===== src/rtl/frnd_unit.sv =====
module frnd_unit #(
  parameter int FRAC_W = 23,
  parameter int EXP_W  = 8
) (
  input  logic              sign_in,
  input  logic [EXP_W-1:0]  exp_in,
  input  logic [FRAC_W:0]   sig_in,
  input  logic              rnd_in,
  input  logic              stk_in,
  input  logic [1:0]        mode_in,
  output logic [FRAC_W-1:0] frac_out,
  output logic [EXP_W-1:0]  exp_out,
  output logic              inexact,
  output logic              overflow
);
  localparam int SIG_W = FRAC_W + 1;
  localparam logic [EXP_W:0] EXP_TOP = {1'b0, {EXP_W{1'b1}}};
  localparam logic [1:0] M_RNE = 2'b00;
  localparam logic [1:0] M_RTZ = 2'b01;
  localparam logic [1:0] M_RUP = 2'b10;
  localparam logic [1:0] M_RDN = 2'b11;

  logic             lost;
  logic             bump;
  logic [SIG_W:0]   sum;
  logic             carry;
  logic [EXP_W:0]   exp_w;

  assign lost = rnd_in | stk_in;

  always_comb begin
    case (mode_in)
      M_RNE:   bump = rnd_in & (stk_in | sig_in[0]);
      M_RTZ:   bump = 1'b0;
      M_RUP:   bump = lost & ~sign_in;
      M_RDN:   bump = lost & sign_in;
      default: bump = 1'b0;
    endcase
  end

  assign sum   = {1'b0, sig_in} + {{SIG_W{1'b0}}, bump};
  assign carry = sum[SIG_W];
  assign exp_w = {1'b0, exp_in} + {{EXP_W{1'b0}}, carry};

  assign overflow = exp_w >= EXP_TOP;
  assign exp_out  = overflow ? EXP_TOP[EXP_W-1:0] : exp_w[EXP_W-1:0];
  assign frac_out = overflow ? '0 : (carry ? sum[FRAC_W:1] : sum[FRAC_W-1:0]);
  assign inexact  = lost;
endmodule



===== config.mk =====
export PLATFORM = sky130hd
export DESIGN_NAME = frnd_unit
export DESIGN_NICKNAME = d
export VERILOG_FILES = /design/src/rtl/frnd_unit.sv
export SDC_FILE = /design/constraint.sdc
export NUM_CORES = 1
export LEC_CHECK = 0
export CORE_MARGIN = 2
export CORE_UTILIZATION = 34
export DETAILED_ROUTE_END_ITERATION = 10
export PLACE_DENSITY = 0.9
export SYNTH_ARGS = -nofsm -noshare
export SYNTH_HDL_FRONTEND = slang
export SYNTH_SLANG_ARGS = --single-unit

===== constraint.sdc =====
create_clock -name vclk -period 5.5
set_clock_uncertainty 0.2 [all_clocks]
set_input_delay 1.1 -clock vclk [all_inputs]
set_output_delay 1.1 -clock vclk [all_outputs]
set_load 0.05 [all_outputs]

# [Word-level counts from Yosys, hierarchy flattened]
# Cells that the tools add are included.
# Widths: inputs -> output; s select.
[totals] regBits=0 latchBits=0 ram_bits=0 romBits=0 input_bits=37 out_inout_bits=33 elab_cells=17 memories=0
[op_classes] n_addsub=2 mul=0 div=0 magnitude_cmp=1 eq_ne=3 shifts=0 muxes=4 n_bitwise=6 reduce_logical=1
[ops] operator="$mux 23" n=2
[ops] operator="$add 24x1->25" n=1
[ops] operator="$add 8x1->9" n=1
[ops] operator="$ge 9x8->1 const B" n=1
[ops] operator="$mux 8" n=1
[ops] operator="$eq 2x2->1 const B" n=2
[ops] operator="$pmux 1 s4" n=1
[ops] operator="$and 1x1->1" n=3
[ops] operator="$eq 2x1->1 const B" n=1
[ops] operator="$logic_not 2->1" n=1
[ops] operator="$or 1x1->1" n=2
[ops] operator="$not 1->1" n=1

# [Logic depth before layout (Yosys ltp)]
[logic_depth] word_depth=7 mapped_depth=16 mapped_depth_nobuf=13

# [Worst setup path after synthesis]
# No wires, ideal clock.
[synth_path] kind="input port to output port" start="input port sign_in" end="output port frac_out[16]" t_arrival_ns=6.254 required_ns=4.200 setup_slack_ns=-2.054 path_stages=15 path_buffers=2 cell_sequence="nand2_1 o22ai_1 a211oi_1 ha_1 ha_1 nand2_1 or4_1 clkbuf_1 nor2_1 ha_1 nand4_1 nor3b_1 o31a_1 buf_2 a2111oi_0"
[synth_via] elab_chain_cells=7 word_cells_on_any_way=9 cone_classes="2 x add/sub; 1 x order compare; 3 x mux; 3 x bitwise"
[synth_rtl] element="start, declared" line="5" rtl="input logic sign_in,"
[synth_rtl] element="$not 1->1" line="35" rtl="M_RUP: bump = lost & ~sign_in;"
[synth_rtl] element="$and 1x1->1" line="35"
[synth_rtl] element="$pmux 1 s4 *" line="32" rtl="case (mode_in)"
[synth_rtl] element="$add 24x1->25 *" line="41" rtl="assign sum = {1'b0, sig_in} + {{SIG_W{1'b0}}, bump};"
[synth_rtl] element="$add 8x1->9" line="43" rtl="assign exp_w = {1'b0, exp_in} + {{EXP_W{1'b0}}, carry};"
[synth_rtl] element="$ge 9x8->1" line="45" rtl="assign overflow = exp_w >= EXP_TOP;"
[synth_rtl] element="$mux 23 *" line="47" rtl="assign frac_out = overflow ? '0 : (carry ? sum[FRAC_W:1] : sum[FRAC_W-1:0]);"
[synth_rtl] element="end, declared" line="11" rtl="output logic [FRAC_W-1:0] frac_out,"
# Every way passes the cells marked *; elsewhere a longest branch is shown, timed or not.

# [Worst setup path in the final report]
[layout_path] start="input port mode_in[1]" end="output port frac_out[12]"
[layout_via] elab_chain_cells=6 word_cells_on_any_way=10 cone_classes="2 x add/sub; 1 x order compare; 3 x eq/ne; 3 x mux; 1 x reduce/logical"
[layout_rtl] element="start, declared" line="10" rtl="input logic [1:0] mode_in,"
[layout_rtl] element="$eq 2x2->1, or another cell as far along" line="32"
[layout_rtl] element="$pmux 1 s4 *" line="32"
[layout_rtl] element="$add 24x1->25 *" line="41"
[layout_rtl] element="$add 8x1->9" line="43"
[layout_rtl] element="$ge 9x8->1" line="45"
[layout_rtl] element="$mux 23 *" line="47"
# Marked as above.

==> flow_summary.toml <==
[status]
status = "complete, but fails checks"
violations = "setup timing"

[hold_path]
min_path_cells = 6
hold_path.class = "primary input to output pin"

[setup_path]
path_class = "primary input to output pin"
max_stage_delay_ns = 0.57
path_max_fanout = 5
critPathTopFamily = "simple AND/OR/NAND/NOR gates"
required_ns = 4.20
cp_num_cells = 19
crit_chain = "buf_8, nand2_4, o22ai_2, a211oi_2, ha_2, ha_4, nand2_4, or4_4, nor2_4, ha_4, buf_6, nand2_2, and4b_1, o31a_4, buf_12, buf_12, buf_12, a211oi_4, buf_6"
worstPathBufferInverterCount = 6
cp_common_cell = "buf_12"
slowest_stage = "or4_4"
endpoint_kind = "output pin"
crit_arrival_ns = 4.45
startpoint_type = "primary input"

[logic_synthesis]
synthAdderAreaFrac_pct = 4.77
synth_top_family_by_area = "simple AND/OR/NAND/NOR gates"
synth.avg_cell_area_um2 = 6.52
synth-simple-area-share_pct = 51.8
synthCells = 161
synth_area_leaders = "a211oi_1 7.9%, nand3_1 7.2%, xnor2_1 6.7%"
synthMuxAreaShare_pct = 1.07
yosys_warnings = 0
synth_cell_types = 42
synth_nets = 202
synthesis.area_um2 = 1050
yosys.area.top_type = "a211oi_1"
synthTopCellsByCount = "15 x nand2_1, 15 x nand3_1, 11 x a211oi_1, 11 x nor3_1"
synth_compound_area_share_pct = 24.2
synth.top_cell.area_share_pct = 7.87
ys_seq_area_share_pct = 0
synth_xor_area_share_pct = 13.3

[sta]
tightest_slew_ns = 0.554
setup_ws_ns = -0.245
post-route-period-util_pct = 104
min_period_ns = 5.75
rsz0062_at_grt = "true"
setup_viol = 27
finalMaxSlewViolations = 0
slew_headroom_pct = 62.7
fmax_ghz = 0.174
hold_viol_final = 0
final.setup.tns_ns = -3.97

[detailed_routing]
viasPerCell = 6.86
first_iter_violations = 236
vias = 2093
wl_mm = 7.67
firstDrtPassIters = 6
antenna_left = 0
drc_errors = 0
routedWlPerCell_um = 25.2

[placed_design]
dp_hpwl_mm = 4.14
gp_congestion = 0.875
io_buffers = 70

[flow_run]
max-cap-violations = 0

[grt]
grt_max_degree = 14
grt_pass1_wl_mm = 11.2
antenna_found_initial = 0
grt_overflow = 0
grt_use_total_pct = 42.3
grt_pass1_vias = 2154

[layout]
clkbuf_count = 0
area_growth_pct = 169
nFlopsAndLatches = 0
drive_gt1_share_pct = 52.2
diodes = 0
final-seq-area_um2 = 0
final_nets = 315

[cts]
cts-hold-fix-buffers = 0

[floorplan]
fp.dieH_um = 59.6
die_area_um2 = 3550
core_um2 = 3000
chipWidth_um = 59.6
rows = 20
ios = 70
start_util_pct = 35.0

[pwr]
p_leak_nw = 1.06
power.total_uw = 219
peakVddDrop_v = 0.0000771
p_per_area_nw_per_um2 = 77.5
-- layout make-up --
type / instances / area [um2]
Multi-Input combinational cell: 150 / 1430
Inverter: 1 / 3.75
Tap cell: 33 / 41.3
Timing Repair Buffer: 121 / 1350
Fill cell: 86 / 178
-- cells in the final DEF, fill, tap and decap left out, types with 2 or more instances in the layout --
cell type	netlist	routed
o31ai_1	3	3
xor2_1	8	8
or4bb_1	2	2
nor4_1	6	3
nand4_1	5	5
a31oi_1	2	2
and3_1	2	2
nor4_4	0	3
nor3_4	0	6
nor3_1	11	4
a211oi_4	0	12
buf_6	0	22
buf_2	4	2
ha_4	0	3
or3_4	0	4
buf_4	1	41
or2_2	3	3
o21ai_0	7	5
nand2_4	0	2
a21oi_1	3	3
xnor2_1	8	8
clkdlybuf4s50_1	0	32
nand3b_1	2	2
nand2_1	15	12
or3_1	9	5
buf_12	0	22
nor2_1	9	8
nand3_1	15	15
-- power breakdown --
part	switching [mW]	internal, mW	total, mW	leakage (nW)
Sequential	0	0	0	0
Combinational	0.116	0.103	0.219	1.06
Clock	0	0	0	0
Total	0.116	0.103	0.219	1.06
-- final timing paths --
kind / start / endpoint / slack (ns)
setup / recovery: mode_in[1] / frac_out[12] / -0.25
hold / removal: mode_in[0] / frac_out[0] / 2.82
-- per-stage QoR --
step / hold slack (ns) / setup WS, ns / utilization, % / std cells / area [um2]
global route: 2.83 / -0.298 / 94.1 / 305 / 2830
finish: 2.82 / -0.245 / 94.1 / 305 / 2830
floorplan: 2.24 / -0.173 / - / 161 / 1450
global placement: 2.78 / -0.507 / 84.5 / 290 / 2540
detailed placement: 2.84 / -0.677 / 84.5 / 290 / 2540
CTS: 2.78 / -0.142 / 93.7 / 304 / 2810
-- what timing repair did --
action                                  in CTS  in global routing
cloned                                       2                  0
gates resized for setup                     56                  8
buffers inserted                            12                  4
pin swaps                                   16                  6
endpoints found under the setup margin      32                 30
-- kinds of logic after synthesis --
family | after synthesis
mux | 1
buf+inv | 11
simple gates | 94
fa+ha+maj | 4
xor+xnor | 16
compound gates | 35
-- routing by layer --
layer	wire length (um)	vias to the layer above	GRT usage (%)	part of all wire, %
met5	0	-	0	0
met4	718	0	26.3	9.4
met3	632	82	7.21	8.2
met2	3700	172	71.7	48
met1	2620	995	48.9	34
li1	-	844	-	-
Power figures use the tool's default switching activity.
